## config.mk

```make
export PLATFORM = sky130hd
export DESIGN_NAME = scanline_irq_timer
export DESIGN_NICKNAME = d
export VERILOG_FILES = /design/src/rtl/sirq_pkg.sv /design/src/rtl/sirq_decode.sv /design/src/rtl/sirq_regs.sv /design/src/rtl/sirq_counter.sv /design/src/rtl/scanline_irq_timer.sv
export SDC_FILE = /design/constraint.sdc
export NUM_CORES = 1
export LEC_CHECK = 0
export BUFFER_PORTS_ARGS = -buffer_cell sky130_fd_sc_hd__buf_2
export CAP_MARGIN = 20
export CORE_ASPECT_RATIO = 0.7
export CORE_MARGIN = 1.5
export CORE_UTILIZATION = 30
export DETAILED_ROUTE_END_ITERATION = 10
export GPL_TIMING_DRIVEN = 0
export HOLD_SLACK_MARGIN = 0.1
export SLEW_MARGIN = 5
export SYNTH_ARGS = -nofsm -noshare
export SYNTH_HDL_FRONTEND = slang
export SYNTH_HIERARCHICAL = 1
export SYNTH_SLANG_ARGS = --single-unit
```

## constraint.sdc

```tcl
create_clock -name clk -period 6.6 [get_ports clk]
set_clock_uncertainty 0.05 [all_clocks]
set_input_delay 1.32 -clock clk [delete_from_list [all_inputs] [get_ports clk]]
set_output_delay 1.32 -clock clk [all_outputs]
set_load 0.01 [all_outputs]
```

## src/rtl/sirq_pkg.sv

```systemverilog
package sirq_pkg;

   typedef enum logic [2:0] {
      SIRQ_CMD_NONE,
      SIRQ_CMD_DISARM,
      SIRQ_CMD_ARM,
      SIRQ_CMD_LATCH,
      SIRQ_CMD_OFFSET
   } sirq_cmd_e;

endpackage

```

## src/rtl/sirq_decode.sv

```systemverilog
module sirq_decode
   import sirq_pkg::*;
#(
   parameter int unsigned ADDR_W      = 16,
   parameter int unsigned ADDR_MASK   = 'hF007,
   parameter int unsigned ADDR_DISARM = 'hC002,
   parameter int unsigned ADDR_ARM    = 'hC003,
   parameter int unsigned ADDR_LATCH  = 'hC005,
   parameter int unsigned ADDR_OFFSET = 'hC006
) (
   input  logic              wr_en,
   input  logic [ADDR_W-1:0] wr_addr,
   output sirq_cmd_e         cmd
);

   localparam logic [ADDR_W-1:0] MASK_V   = ADDR_W'(ADDR_MASK);
   localparam logic [ADDR_W-1:0] DISARM_V = ADDR_W'(ADDR_DISARM);
   localparam logic [ADDR_W-1:0] ARM_V    = ADDR_W'(ADDR_ARM);
   localparam logic [ADDR_W-1:0] LATCH_V  = ADDR_W'(ADDR_LATCH);
   localparam logic [ADDR_W-1:0] OFFSET_V = ADDR_W'(ADDR_OFFSET);

   generate
      if (ADDR_W < 2) begin : g_bad_width
         $error("sirq_decode: ADDR_W too small");
      end
      if (DISARM_V == ARM_V || DISARM_V == LATCH_V || DISARM_V == OFFSET_V ||
          ARM_V == LATCH_V || ARM_V == OFFSET_V || LATCH_V == OFFSET_V) begin : g_bad_map
         $error("sirq_decode: register codes must be distinct");
      end
   endgenerate

   logic [ADDR_W-1:0] masked;

   always_comb begin
      masked = wr_addr & MASK_V;
      cmd    = SIRQ_CMD_NONE;
      if (wr_en) begin
         if (masked == DISARM_V)      cmd = SIRQ_CMD_DISARM;
         else if (masked == ARM_V)    cmd = SIRQ_CMD_ARM;
         else if (masked == LATCH_V)  cmd = SIRQ_CMD_LATCH;
         else if (masked == OFFSET_V) cmd = SIRQ_CMD_OFFSET;
      end
   end

endmodule

```

## src/rtl/sirq_regs.sv

```systemverilog
module sirq_regs
   import sirq_pkg::*;
#(
   parameter int unsigned DATA_W       = 8,
   parameter bit          HAS_SCRAMBLE = 1'b1,
   parameter int unsigned XOR_SEL_BIT  = 7,
   parameter int unsigned OR_MASK      = 'h27
) (
   input  logic              clk,
   input  logic              rst_n,
   input  sirq_cmd_e         cmd,
   input  logic [DATA_W-1:0] wr_data,
   input  logic              scramble_en,
   input  logic              step,
   output logic              en_nx,
   output logic              req_nx,
   output logic [DATA_W-1:0] latch_nx,
   output logic              disarm
);

   localparam logic [DATA_W-1:0] ONE_V  = DATA_W'(1);
   localparam logic [DATA_W-1:0] MASK_V = DATA_W'(OR_MASK);

   generate
      if (XOR_SEL_BIT >= DATA_W) begin : g_bad_bit
         $error("sirq_regs: XOR_SEL_BIT outside data width");
      end
   endgenerate

   logic              en_q;
   logic              req_q;
   logic [DATA_W-1:0] latch_q;
   logic [DATA_W-1:0] off_q;
   logic [DATA_W-1:0] scrambled;

   // offset register exists only in the scrambling variant
   generate
      if (HAS_SCRAMBLE) begin : g_offset
         always_ff @(posedge clk or negedge rst_n) begin
            if (!rst_n) begin
               off_q <= '0;
            end else if (cmd == SIRQ_CMD_OFFSET && scramble_en) begin
               off_q <= wr_data;
            end
         end
      end else begin : g_no_offset
         assign off_q = '0;
      end
   endgenerate

   always_comb begin
      if (off_q[XOR_SEL_BIT]) scrambled = wr_data ^ (off_q | ONE_V);
      else                    scrambled = wr_data | (off_q & MASK_V);
   end

   // state after this cycle's write; the line step consumes these
   always_comb begin
      en_nx    = en_q;
      req_nx   = req_q;
      latch_nx = latch_q;
      unique case (cmd)
         SIRQ_CMD_DISARM: en_nx = 1'b0;
         SIRQ_CMD_ARM: begin
            en_nx  = 1'b1;
            req_nx = 1'b1;
         end
         SIRQ_CMD_LATCH: begin
            latch_nx = scrambled;
            req_nx   = 1'b1;
         end
         default: ;
      endcase
   end

   assign disarm = (cmd == SIRQ_CMD_DISARM);

   always_ff @(posedge clk or negedge rst_n) begin
      if (!rst_n) begin
         en_q    <= 1'b0;
         req_q   <= 1'b0;
         latch_q <= '0;
      end else begin
         en_q    <= en_nx;
         latch_q <= latch_nx;
         req_q   <= step ? 1'b0 : req_nx;
      end
   end

endmodule

```

## src/rtl/sirq_counter.sv

```systemverilog
module sirq_counter #(
   parameter int unsigned DATA_W    = 8,
   parameter int unsigned LINE_W    = 9,
   parameter int unsigned LAST_LINE = 239
) (
   input  logic              clk,
   input  logic              rst_n,
   input  logic              line_strobe,
   input  logic [LINE_W-1:0] line_num,
   input  logic              render_on,
   input  logic              en_nx,
   input  logic              req_nx,
   input  logic [DATA_W-1:0] latch_nx,
   input  logic              disarm,
   output logic              step,
   output logic [DATA_W-1:0] count_q,
   output logic              irq
);

   localparam logic [LINE_W-1:0] LAST_V = LINE_W'(LAST_LINE);

   generate
      if (LAST_LINE >= (1 << LINE_W)) begin : g_bad_line
         $error("sirq_counter: LAST_LINE does not fit LINE_W");
      end
   endgenerate

   logic [DATA_W-1:0] loaded;
   logic [DATA_W-1:0] stepped;
   logic              hit;

   always_comb begin
      step    = line_strobe && render_on && (line_num <= LAST_V);
      loaded  = req_nx ? latch_nx : count_q;
      stepped = (loaded != '0) ? loaded - DATA_W'(1) : loaded;
      hit     = step && (stepped == '0) && en_nx;
   end

   always_ff @(posedge clk or negedge rst_n) begin
      if (!rst_n) begin
         count_q <= '0;
         irq     <= 1'b0;
      end else begin
         if (step) count_q <= stepped;
         if (disarm)   irq <= 1'b0;
         else if (hit) irq <= 1'b1;
      end
   end

endmodule

```

## src/rtl/scanline_irq_timer.sv

```systemverilog
module scanline_irq_timer
   import sirq_pkg::*;
#(
   parameter int unsigned ADDR_W       = 16,
   parameter int unsigned DATA_W       = 8,
   parameter int unsigned LINE_W       = 9,
   parameter int unsigned LAST_LINE    = 239,
   parameter bit          HAS_SCRAMBLE = 1'b1,
   parameter int unsigned ADDR_MASK    = 'hF007
) (
   input  logic              clk,
   input  logic              rst_n,
   input  logic              scramble_en,
   input  logic              wr_en,
   input  logic [ADDR_W-1:0] wr_addr,
   input  logic [DATA_W-1:0] wr_data,
   input  logic              line_strobe,
   input  logic [LINE_W-1:0] line_num,
   input  logic              render_on,
   output logic              irq
);

   sirq_cmd_e         cmd;
   logic              en_nx;
   logic              req_nx;
   logic [DATA_W-1:0] latch_nx;
   logic              disarm;
   logic              step;
   logic [DATA_W-1:0] count_q;

   sirq_decode #(
      .ADDR_W   (ADDR_W),
      .ADDR_MASK(ADDR_MASK)
   ) u_decode (
      .wr_en  (wr_en),
      .wr_addr(wr_addr),
      .cmd    (cmd)
   );

   sirq_regs #(
      .DATA_W      (DATA_W),
      .HAS_SCRAMBLE(HAS_SCRAMBLE)
   ) u_regs (
      .clk        (clk),
      .rst_n      (rst_n),
      .cmd        (cmd),
      .wr_data    (wr_data),
      .scramble_en(scramble_en),
      .step       (step),
      .en_nx      (en_nx),
      .req_nx     (req_nx),
      .latch_nx   (latch_nx),
      .disarm     (disarm)
   );

   sirq_counter #(
      .DATA_W   (DATA_W),
      .LINE_W   (LINE_W),
      .LAST_LINE(LAST_LINE)
   ) u_counter (
      .clk        (clk),
      .rst_n      (rst_n),
      .line_strobe(line_strobe),
      .line_num   (line_num),
      .render_on  (render_on),
      .en_nx      (en_nx),
      .req_nx     (req_nx),
      .latch_nx   (latch_nx),
      .disarm     (disarm),
      .step       (step),
      .count_q    (count_q),
      .irq        (irq)
   );

endmodule

```

; After elaboration in Yosys (flattened, before gate mapping)
; Cells that the tools add are included.
; Widths: inputs -> output; s select.
[op_classes]
addsub = 1
order_cmp = 1
n_eq_ne = 8
n_mux = 14
n_bitwise = 2
reduce_logical = 9
[op_table]
columns = op, count
row1 = $mux 8, 4
row2 = $eq 7x7->1 const B, 4
row3 = $mux 3, 5
row4 = $le 9x8->1 const B, 1
row5 = $logic_not 8->1, 1
row6 = $or 8x6->8, 1
row7 = $reduce_bool 8->1, 1
row8 = $sub 8x1->8 const B, 1
row9 = $xor 8x8->8, 1
row10 = $eq 3x2->1 const B, 2
row11 = $logic_and 1x1->1, 5
row12 = $mux 1, 4
row13 = $eq 3x1->1 const B, 1
row14 = $eq 3x3->1 const B, 1
row15 = $pmux 1 s2, 1
row16 = $reduce_bool 2->1, 1
row17 = $reduce_or 2->1, 1
[totals]
reg_bits = 27
out_inout_bits = 1

; Depth between registers and ports, before layout
; Gate-level depths: netlist of run 1.
[logic_depth]
depth_word = 17
mapped_depth = 15
ltp_nobuf = 13

; By module
; The synthesis of run 1 kept the hierarchy.
[modules_own_cells]
columns = mod, n_inst, cells_each, area_each_um2, seq_area_each_um2
row1 = sirq_regs, 1, 77, 830.8, 450.4
row2 = sirq_counter, 1, 79, 742.0, 225.2
row3 = sirq_decode, 1, 8, 65.1, 0.0

; Least setup slack after synthesis of run 1
; Ideal clock, no wire load.
[synth_timing]
path_type = input-to-reg
from = input port wr_addr[12]
to = register u_counter.irq
setup_ns = 0.101
arrival_ns = 4.534
slack_ns = 1.915
cell_stages = 15
cell_sequence = nand4b_1 > nor4b_1 > and2b_2 > or2_2 > buf_6 > clkbuf_1 > mux2i_1 > ha_1 > inv_1 > a21oi_1 > and2_1 > buf_2 > xor2_1 > nand3b_1 > o32ai_1
[synth_via]
word_cells_on_any_way = 25
[synth_lines]
columns = item, line_no
row1 = "start, declared", scanline_irq_timer.sv:15  ; input logic [ADDR_W-1:0] wr_addr,
row2 = $eq 7x7->1, sirq_decode.sv:40  ; else if (masked == LATCH_V) cmd = SIRQ_CMD_LATCH;
row3 = $mux 3, sirq_decode.sv:40
row4 = $mux 3, sirq_decode.sv:39  ; else if (masked == ARM_V) cmd = SIRQ_CMD_ARM;
row5 = $mux 3 *, sirq_decode.sv:38  ; if (masked == DISARM_V) cmd = SIRQ_CMD_DISARM;
row6 = $mux 3 *, sirq_decode.sv:37  ; if (wr_en) begin
row7 = named net cmd[1], scanline_irq_timer.sv:23  ; sirq_cmd_e cmd;
row8 = $eq 3x2->1, sirq_regs.sv:61  ; unique case (cmd)
row9 = $reduce_or 2->1 (no line) *, -
row10 = $mux 1 *, sirq_regs.sv:61
row11 = named net req_nx, scanline_irq_timer.sv:25  ; logic req_nx;
row12 = $mux 8 *, sirq_counter.sv:34  ; loaded = req_nx ? latch_nx : count_q;
row13 = $sub 8x1->8 / $reduce_bool 8->1 (equally long branches), sirq_counter.sv:35  ; stepped = (loaded != '0) ? loaded - DATA_W'(1) : loaded;
row14 = $mux 8 *, sirq_counter.sv:35
row15 = $logic_not 8->1 *, sirq_counter.sv:36  ; hit = step && (stepped == '0) && en_nx;
row16 = $logic_and 1x1->1 * (2 in series), sirq_counter.sv:36
row17 = $reduce_bool 2->1 (no line) *, -
row18 = "end signal, assigned", sirq_counter.sv:42  ; irq <= 1'b0;
row19 = "end signal, assigned", sirq_counter.sv:45  ; if (disarm) irq <= 1'b0;
row20 = "end signal, assigned", sirq_counter.sv:46  ; else if (hit) irq <= 1'b1;
row21 = "end, declared", sirq_counter.sv:17  ; output logic irq
; The timed path passes the listed nets; every way through them passes the cells marked *.
; A chain may end at the register's enable or synchronous reset.

; Final worst setup path of run 1
; Ends and elaborated chain as after synthesis.

==> impl_metrics.py, run 1 <==
metrics = {
    "placed_design": {
        "routabilityCongestion": 0.802,
        "portBuffers": 26,
        "place_area_sq_um": 1860,
        "dp_hpwl_microns": 2630,
    },
    "floorplan": {
        "core_sq_um": 5260,
        "die_w_microns": 91.3,
        "fp.dieH_microns": 64.8,
        "initial_utilization_pct": 31.2,
        "io_pins": 40,
        "rows": 22,
        "die_area_sq_um": 5920,
    },
    "pwr": {
        "pwr-share-comb_pct": 43.8,
        "pwr-share-seq_pct": 39.9,
        "swShare_pct": 36.7,
        "p_int_uw": 353,
        "power_density_nw_per_um2": 293,
        "ir_drop_uv": 118,
        "p_sw_uw": 205,
        "clock_power_share_pct": 16.4,
        "p_leak_nw": 0.861,
    },
    "clock_network": {
        "clockRootBuffer": "clkbuf_8",
        "cts_tree": "built",
        "cts_buffer_depth": 2,
        "cts_resized": 0,
        "cts_hold_buf": 0,
        "clk_latency_ns": 0.27,
        "clock-sinks": 27,
        "postCtsSetupBuffers": 0,
        "cts_max_level": 1,
        "numCtsBuffers": 3,
        "clkTransAtPathRegs_ns": 0.09,
    },
    "sta": {
        "final_max_slew_viol_count": 0,
        "final.setup.tns_ns": 0,
        "finalHoldViolations": 0,
        "rsz0062_at_grt": "false",
        "layout_min_cycle_time_ns": 5.11,
        "post-route-period-util_pct": 77.4,
        "worst_pin_slew_ns": 0.997,
        "whs_ns": 0.459,
        "finalSetupViolCount": 0,
        "timing.fmax_ghz": 0.196,
        "slew_headroom_pct": 32.6,
    },
    "logic_synthesis": {
        "ys_types": 41,
        "synth_seq_cells": 27,
        "syn-cell-area_sq_um": 1640,
        "ys_seq_area_share_pct": 41.3,
        "yosysWarnings": 6,
        "syn_inst": 164,
        "syn_nets": 208,
        "syn_area_per_cell_sq_um": 9.99,
    },
    "hold_path": {
        "hold_start": "u_counter/count_q[6]$_DFFE_PN0N_",
        "hold_depth": 1,
        "hold_class": "reg -> reg",
        "holdPathEnd": "u_counter/count_q[6]$_DFFE_PN0N_",
    },
    "layout": {
        "nNetsFinal": 239,
        "diodes": 0,
        "fin_util_pct": 36.2,
        "fill_cells": 552,
        "area_delta_synth_final_pct": 16.2,
        "design_area_sq_um": 1900,
        "multiInputGateArea_sq_um": 887,
        "seq_area_sq_um": 676,
        "drive_gt1_share_pct": 27.3,
    },
    "worst_setup_path": {
        "crit_fanout": 10,
        "worstPathArrival_ns": 5.22,
        "worstReg2RegEnd": "u_counter/irq$_DFFE_PN0P_",
        "required_ns": 6.72,
        "r2r_start": "u_regs/req_q$_DFF_PN0_",
        "end_kind": "register",
        "worst-setup-path-type": "in -> reg",
        "reg2reg_depth": 12,
        "startpoint_type": "input pin",
        "reg2reg_slack_ns": 3.63,
    },
    "grt": {
        "grtUsageTotal_pct": 11.8,
        "grt_pass1_wl_microns": 5500,
        "grt_pass1_vias": 1207,
        "grt_max_degree": 28,
        "grt-ovfl-total": 0,
        "antenna_found_initial": 0,
    },
    "run_status": {
        "status": "completed",
    },
    "job": {
        "drv_cap": 0,
    },
    "drt": {
        "viasPerCell": 4.83,
        "drt_pre_antenna_iters": 5,
        "drt-initial-drc-count": 58,
        "drcViolationCount": 0,
        "antenna_left": 0,
        "drt_wl_total_microns": 3290,
        "via_count": 1284,
        "wl_per_cell_microns": 12.4,
    },
}
[final cells by class]
| class | count | area share, % |
|---|---|---|
| multi-input cells | 120 | 46.6 |
| repair buffers | 26 | 6.84 |
| plain buffers | 6 | 1.78 |
| well taps | 72 | 4.73 |
| clock buffers | 4 | 2.37 |
| flip-flops and latches | 27 | 35.5 |
| inverters | 11 | 2.17 |
[synth_stat cells (all sizes together)]
library cell	n	area, sq um
o31ai	2	15.0
or4b	1	10.0
a21oi	7	35.0
mux2i	9	90.1
a32oi	1	8.76
xor2	4	35.0
or3b	2	17.5
nand4b	2	17.5
nor3b	3	22.5
and2b	1	8.76
xnor2	5	43.8
or2	1	6.26
ha	5	62.6
and2	1	6.26
or3	1	6.26
a211oi	4	40.0
o32ai	1	8.76
clkbuf	2	7.51
a21o	2	15.0
nor4	2	12.5
inv	11	41.3
or4	1	11.3
nor2b	2	12.5
buf	4	26.3
nor3	4	31.3
nand3b	3	22.5
dfrtp	27	676
nand2	18	67.6
nand4	1	6.26
o21ai	14	70.1
o21bai	1	7.51
o22ai	1	6.26
nor4b	3	32.5
nor2	6	22.5
mux2	12	135
[flip-flops by register name, summed over array words and instances, names as in the netlist]
signal	flops
u_regs/req_q	1
u_regs/latch_q	8
u_counter/count_q	8
u_regs/off_q	8
u_counter/irq	1
u_regs/en_q	1
[per-layer routing]
layer,share of wire (%),global-route usage (%)
met4,0.46,2.34
met2,43,18.0
met1,52,16.7
met3,4.8,3.29
met5,0,0
[cell usage in the layout (no fill, tap or decap), types with 2 or more instances in the layout]
cell type	n
clkbuf_1	3
nand2_1	18
nor3b_1	3
inv_1	11
a211oi_2	2
nand3b_1	3
nor4b_1	2
buf_2	29
nand4b_1	2
ha_1	5
a21oi_1	7
clkbuf_8	3
a211oi_1	2
xor2_1	4
dfrtp_1	27
xnor2_1	5
nor2_1	6
o21ai_0	13
nor2b_1	2
nor4_1	2
mux2i_1	9
mux2_2	12
o31ai_1	2
a21o_1	2
nor3_1	3
[power by group through the flow]
stage	Sequential (mW)	Combinational, mW	Clock (mW)
floorplan	0.217	0.189	0
CTS	0.222	0.243	0.0968
global route	0.226	0.273	0.102
detailed placement	0.226	0.241	0
global placement	0.224	0.240	0
finish	0.223	0.244	0.0913
[stage by stage]
stage	total power, mW	cells	worst slack [ns]
after floorplan	0.406	164	1.92
after global placement	0.464	262	1.26
after detailed placement	0.467	262	1.31
after CTS	0.562	266	1.55
after global routing	0.601	266	1.20
final	0.559	266	1.49
[worst max-delay path by stage]
stage,from,endpoint,slack [ns],cells past startpoint
final,wr_addr[12],u_counter/irq$_DFFE_PN0P_,1.49,16
after global routing,wr_addr[12],u_counter/irq$_DFFE_PN0P_,1.20,16
after CTS,wr_addr[12],u_counter/irq$_DFFE_PN0P_,1.55,16
after detailed placement,wr_addr[12],u_counter/irq$_DFFE_PN0P_,1.31,16
after global placement,wr_addr[12],u_counter/irq$_DFFE_PN0P_,1.26,16
after floorplan,wr_addr[12],u_counter/irq$_DFFE_PN0P_,1.92,15
[cells by family after synthesis]
kind of cell    after synthesis  synth area share (%)
mux                          21                  13.8
flops                        27                  41.3
buf+inv                      17                  4.58
compound gates               33                  12.6
simple gates                 52                  19.2
xor+xnor                      9                  4.81
fa+ha+maj                     5                  3.82
[worst max-delay path, cell delays in order]
cell and delay, ns:
buf_2 0.09, nand4b_1 0.22, nor4b_1 0.86, and2b_2 0.29, or2_2 0.13, buf_6 0.13
clkbuf_1 0.40, mux2i_1 0.43, ha_1 0.21, inv_1 0.05, a21oi_1 0.25, and2_1 0.17
buf_2 0.17, xor2_1 0.10, nand3b_1 0.18, o32ai_1 0.24
Note: power is estimated with default switching activity, not from simulation.
==> run 2: changes to the inputs <==
Clock period 6.6 ns to 4.4 ns, I/O delays scaled along.
==> impl_metrics.py, run 2 (synthesized netlist as in run 1, its figures left out) <==
metrics = {
    "floorplan": {
        "core_sq_um": 5260,
        "die_area_sq_um": 5920,
        "die_w_microns": 91.3,
        "io_pins": 40,
        "fp.dieH_microns": 64.8,
        "initial_utilization_pct": 31.2,
        "rows": 22,
    },
    "layout": {
        "layout_common_cells": "buf_2, dfrtp_1, nand2_1",
        "drive_gt1_share_pct": 29.4,
        "mostFrequentLayoutCell": "buf_2",
        "area_delta_synth_final_pct": 18.3,
        "fin_util_pct": 36.9,
        "diodes": 0,
        "nNetsFinal": 239,
        "top_regs": "u_counter/count_q (8), u_regs/latch_q (8), u_regs/off_q (8)",
    },
    "clock_network": {
        "clockRootBuffer": "clkbuf_8",
        "cts_max_level": 1,
        "clk_latency_ns": 0.27,
        "numCtsBuffers": 3,
        "cts_buffer_depth": 2,
        "clock-sinks": 27,
        "clkTransAtPathRegs_ns": 0.09,
        "cts_tree": "built",
    },
    "drt": {
        "drt_wl_total_microns": 3320,
        "drt-initial-drc-count": 59,
        "drcViolationCount": 0,
        "via_count": 1288,
        "viasPerCell": 4.84,
        "wl_per_cell_microns": 12.5,
        "drt_pre_antenna_iters": 4,
        "antenna_left": 0,
    },
    "sta": {
        "final_max_slew_viol_count": 0,
        "finalHoldViolations": 0,
        "timing.fmax_ghz": 0.241,
        "whs_ns": 0.459,
        "worst_pin_slew_ns": 0.597,
        "layout_min_cycle_time_ns": 4.15,
        "finalSetupViolCount": 0,
        "post-route-period-util_pct": 94.3,
        "slew_headroom_pct": 60.2,
    },
    "worst_setup_path": {
        "end_kind": "register",
        "crit_fanout": 10,
        "startpoint_type": "input pin",
        "worstPathArrival_ns": 4.27,
        "required_ns": 4.52,
        "worst-setup-path-type": "in -> reg",
    },
    "placed_design": {
        "dp_hpwl_microns": 2630,
        "routabilityCongestion": 0.802,
        "portBuffers": 26,
    },
    "grt": {
        "grt_max_degree": 28,
        "grt_pass1_vias": 1207,
        "grtUsageTotal_pct": 11.8,
        "antenna_found_initial": 0,
        "grt-ovfl-total": 0,
        "grt_pass1_wl_microns": 5500,
    },
    "pwr": {
        "ir_drop_uv": 177,
        "power_density_nw_per_um2": 435,
        "p_leak_nw": 0.877,
    },
    "hold_path": {
        "hold_class": "reg -> reg",
    },
    "job": {
        "drv_cap": 0,
    },
    "run_status": {
        "status": "completed",
    },
}
==> run 2: changes by cell type in the layout (fill, tap and decap cells not counted) <==
| cell | delta |
|---|---|
| nor4b_1 | -1 |
| mux2i_1 | -1 |
| nor4b_4 | +1 |
| clkbuf_2 | +1 |
| mux2i_2 | +1 |
| nor4_1 | -1 |
| clkbuf_1 | -1 |
| nor4_4 | +1 |
==> run 2: metal layers <==
metal	GRT usage [%]	share of wire, %
met3	3.29	5.7
met5	0	0
met2	18.0	43
met1	16.7	51
met4	2.34	0.45
==> run 2: final timing paths <==
kind | start | end | slack (ns) | depth (start not counted)
worst max-delay path | wr_addr[0] | u_counter/irq$_DFFE_PN0P_ | 0.25 | 14
worst min-delay path | u_counter/count_q[6]$_DFFE_PN0N_ | u_counter/count_q[6]$_DFFE_PN0N_ | 0.46 | 1
worst max register to register | u_regs/req_q$_DFF_PN0_ | u_counter/irq$_DFFE_PN0P_ | 1.54 | 12
worst min register to register | u_counter/count_q[6]$_DFFE_PN0N_ | u_counter/count_q[6]$_DFFE_PN0N_ | 0.46 | 1
max in group asynchronous | rst_n | u_counter/count_q[3]$_DFFE_PN0N_ | 3.35 | 1
min in group asynchronous | rst_n | u_regs/off_q[1]$_DFFE_PN0P_ | 0.56 | 1
==> run 2: power by group <==
group          switching, mW  internal, mW
Clock                 0.0723        0.0648
Sequential            0.0410         0.294
Combinational          0.197         0.174
Total                  0.311         0.533
==> run 2: critical path, cell delays in order <==
cell and delay [ns]:
buf_2 0.13, or3b_1 0.40, a211oi_2 0.39, nand3b_1 0.27, buf_2 0.26, nand2_1 0.08, o21ai_0 0.20, or3b_2 0.52
a21oi_1 0.27, and2_1 0.17, buf_2 0.17, xor2_1 0.10, nand3b_1 0.18, o32ai_1 0.24
==> run 2: layout make-up <==
class | instances | area, sq um
flip-flops and latches | 27 | 676
repair buffers | 26 | 130
fillers | 551 | 3320
well taps | 72 | 90.1
plain buffers | 6 | 35.0
clock buffers | 4 | 45.0
multi-input cells | 120 | 921
inverters | 11 | 41.3
==> run 2: per-stage QoR <==
stage	area (sq um)	total power [mW]	setup slack, ns	TNS, ns	std cells
6_report	1940	0.843	0.251	0	266
5_1_grt	1940	0.907	-0.0104	-0.0104	266
4_1_cts	1910	0.843	0.0630	0	266
3_5_place_dp	1860	0.701	-0.451	-1.76	262
3_3_place_gp	1860	0.696	-0.495	-1.85	262
2_1_floorplan	1640	0.609	0.155	0	164
==> run 2: what timing repair did <==
action | 4_1_cts | 5_1_grt
resized for setup | 1 | 6
endpoints found under the setup margin | 3 | 2
setup buffers | 0 | 0
hold buffers | 0 | 0
cloned | 0 | 0
==> run 3: changes to the inputs <==
Settings changed: MAX_ROUTING_LAYER set to met4, SETUP_SLACK_MARGIN set to 0.2.
==> impl_metrics.py, run 3 (synthesized netlist as in run 1, its figures left out) <==
metrics = {
    "pwr": {
        "ir_drop_uv": 302,
        "clock_power_share_pct": 16.6,
        "power_uw": 852,
        "swShare_pct": 36.5,
        "p_leak_nw": 0.898,
        "power_density_nw_per_um2": 431,
        "p_sw_uw": 311,
        "pwr-share-seq_pct": 39.3,
        "pwr-share-comb_pct": 44.1,
        "p_int_uw": 541,
    },
    "worst_setup_path": {
        "max_stage_delay_ns": 0.55,
        "end_kind": "register",
        "reg2reg_depth": 13,
        "worst-setup-path-type": "in -> reg",
        "startpoint_type": "input pin",
        "r2r_start": "u_regs/off_q[7]$_DFFE_PN0P_",
        "crit_path_frequent_cell": "buf_2",
        "startpoint": "wr_addr[0]",
        "worstReg2RegEnd": "u_counter/irq$_DFFE_PN0P_",
        "reg2reg_slack_ns": 1.50,
        "cp_slowest_cell": "or3b_2",
        "crit_chain": "buf_2, or3b_1, a211oi_4, nand3b_1, buf_2, nand2_1, o21ai_0, or3b_2, a21oi_1, and2_1, buf_2, xor2_1, nand3b_1, o32ai_1",
        "crit_end": "u_counter/irq$_DFFE_PN0P_",
        "worstPathArrival_ns": 4.13,
        "crit_fanout": 10,
        "required_ns": 4.52,
    },
    "layout": {
        "diodes": 0,
        "area_delta_synth_final_pct": 20.9,
        "design_area_sq_um": 1980,
        "seq_area_sq_um": 676,
        "fin_cells": 270,
        "nNetsFinal": 243,
        "multiInputGateArea_sq_um": 932,
        "fill_cells": 533,
        "drive_gt1_share_pct": 31.3,
        "layout_common_cells": "buf_2, dfrtp_1, nand2_1",
        "mostFrequentLayoutCell": "buf_2",
        "top_regs": "u_counter/count_q (8), u_regs/latch_q (8), u_regs/off_q (8)",
    },
    "grt": {
        "grt-ovfl-total": 0,
        "grt_pass1_wl_microns": 5950,
        "grt_max_degree": 28,
        "antenna_found_initial": 0,
        "grtUsageTotal_pct": 12.9,
        "grt_pass1_vias": 1236,
    },
    "sta": {
        "post-route-period-util_pct": 91.1,
        "worst_pin_slew_ns": 0.636,
        "rsz0062_at_grt": "false",
        "timing.fmax_ghz": 0.250,
        "finalSetupViolCount": 0,
        "finalHoldViolations": 0,
        "layout_min_cycle_time_ns": 4.01,
        "final.setup.tns_ns": 0,
        "final_max_slew_viol_count": 0,
        "slew_headroom_pct": 57.1,
    },
    "job": {
        "drv_cap": 0,
    },
    "drt": {
        "wl_met3_microns": 186,
        "drcViolationCount": 0,
        "wl_met1_microns": 1930,
        "drt-initial-drc-count": 62,
        "drt_pre_antenna_iters": 4,
        "drt_wl_total_microns": 3420,
        "wl_per_cell_microns": 12.7,
        "highest_layer": "met4",
        "viasPerCell": 4.67,
        "antenna_left": 0,
        "met2_wirelength_microns": 1290,
        "via_count": 1261,
    },
    "placed_design": {
        "routabilityCongestion": 0.838,
        "portBuffers": 26,
        "dp.cells": 262,
        "place_area_sq_um": 1860,
        "dp_hpwl_microns": 2600,
    },
    "clock_network": {
        "cts_tree": "built",
        "cts_max_level": 1,
        "numCtsBuffers": 3,
        "cts_buffer_depth": 2,
        "clk_latency_ns": 0.27,
        "cts_hold_buf": 0,
        "clock-sinks": 27,
        "clockRootBuffer": "clkbuf_8",
        "clkTransAtPathRegs_ns": 0.09,
    },
    "floorplan": {
        "fp.dieH_microns": 64.8,
        "die_w_microns": 91.3,
        "initial_utilization_pct": 31.2,
        "die_area_sq_um": 5920,
        "rows": 22,
        "core_sq_um": 5260,
        "io_pins": 40,
    },
    "hold_path": {
        "hold_class": "reg -> reg",
        "hold_start": "u_counter/count_q[7]$_DFFE_PN0N_",
    },
    "run_status": {
        "status": "completed",
    },
}
-- run 3: cell count changes in the layout (fill, tap and decap cells not counted) --
cell      previous run  this run
mux2i_2              1         2
buf_4                0         4
mux2i_1              8         7
a211oi_4             0         1
a211oi_2             2         1
-- run 3: power groups by stage --
stage | logic, mW | registers [mW] | clock network [mW]
2_1_floorplan | 0.284 | 0.326 | 0
5_1_grt | 0.427 | 0.341 | 0.158
3_3_place_gp | 0.354 | 0.337 | 0
6_report | 0.376 | 0.335 | 0.142
4_1_cts | 0.368 | 0.334 | 0.149
3_5_place_dp | 0.358 | 0.339 | 0
-- run 3: cell type report --
cell class | count | area share (%)
inverters | 11 | 2.09
flip-flops and latches | 27 | 34.1
multi-input cells | 120 | 47.1
repair buffers | 30 | 8.09
well taps | 72 | 4.55
plain buffers | 6 | 1.77
clock buffers | 4 | 2.28
-- run 3: timing repair --
action / 4_1_cts / 5_1_grt
endpoints found under the setup margin: 1 / 3
pin swaps: 0 / 2
resized for setup: 4 / 3
buffers inserted: 1 / 3
gates cloned: 0 / 0
-- run 3: metal layers --
layer | track usage, % | up-vias
met4 | 1.17 | 0
met2 | 17.3 | 34
met3 | 3.29 | 2
li1 | - | 656
met1 | 19.8 | 569
met5 | - | -
-- run 3: worst min path at each step --
stage / cells after the start / end / slack (ns)
after floorplan: 2 / u_regs/latch_q[6]$_DFF_PN0_ / 0.40
after global placement: 2 / u_regs/latch_q[6]$_DFF_PN0_ / 0.42
after detailed placement: 2 / u_regs/latch_q[6]$_DFF_PN0_ / 0.44
after CTS: 2 / u_regs/latch_q[6]$_DFF_PN0_ / 0.46
after global routing: 1 / u_regs/off_q[6]$_DFFE_PN0P_ / 0.49
final: 2 / u_counter/count_q[7]$_DFFE_PN0N_ / 0.46
-- run 3: stage by stage --
stage / hold WS [ns] / utilization, % / setup WS [ns]
2_1_floorplan: 0.399 / - / 0.376
3_3_place_gp: 0.422 / 35.5 / -0.212
3_5_place_dp: 0.440 / 35.5 / -0.187
4_1_cts: 0.463 / 36.9 / 0.200
5_1_grt: 0.489 / 37.6 / 0.201
6_report: 0.462 / 37.6 / 0.393
-- run 3: worst max-delay path, delay by kind of cell --
family | cells | cell delay, ns
simple gates | 6 | 1.56
compound gates | 4 | 1.10
buf+inv | 3 | 0.51
xor+xnor | 1 | 0.08
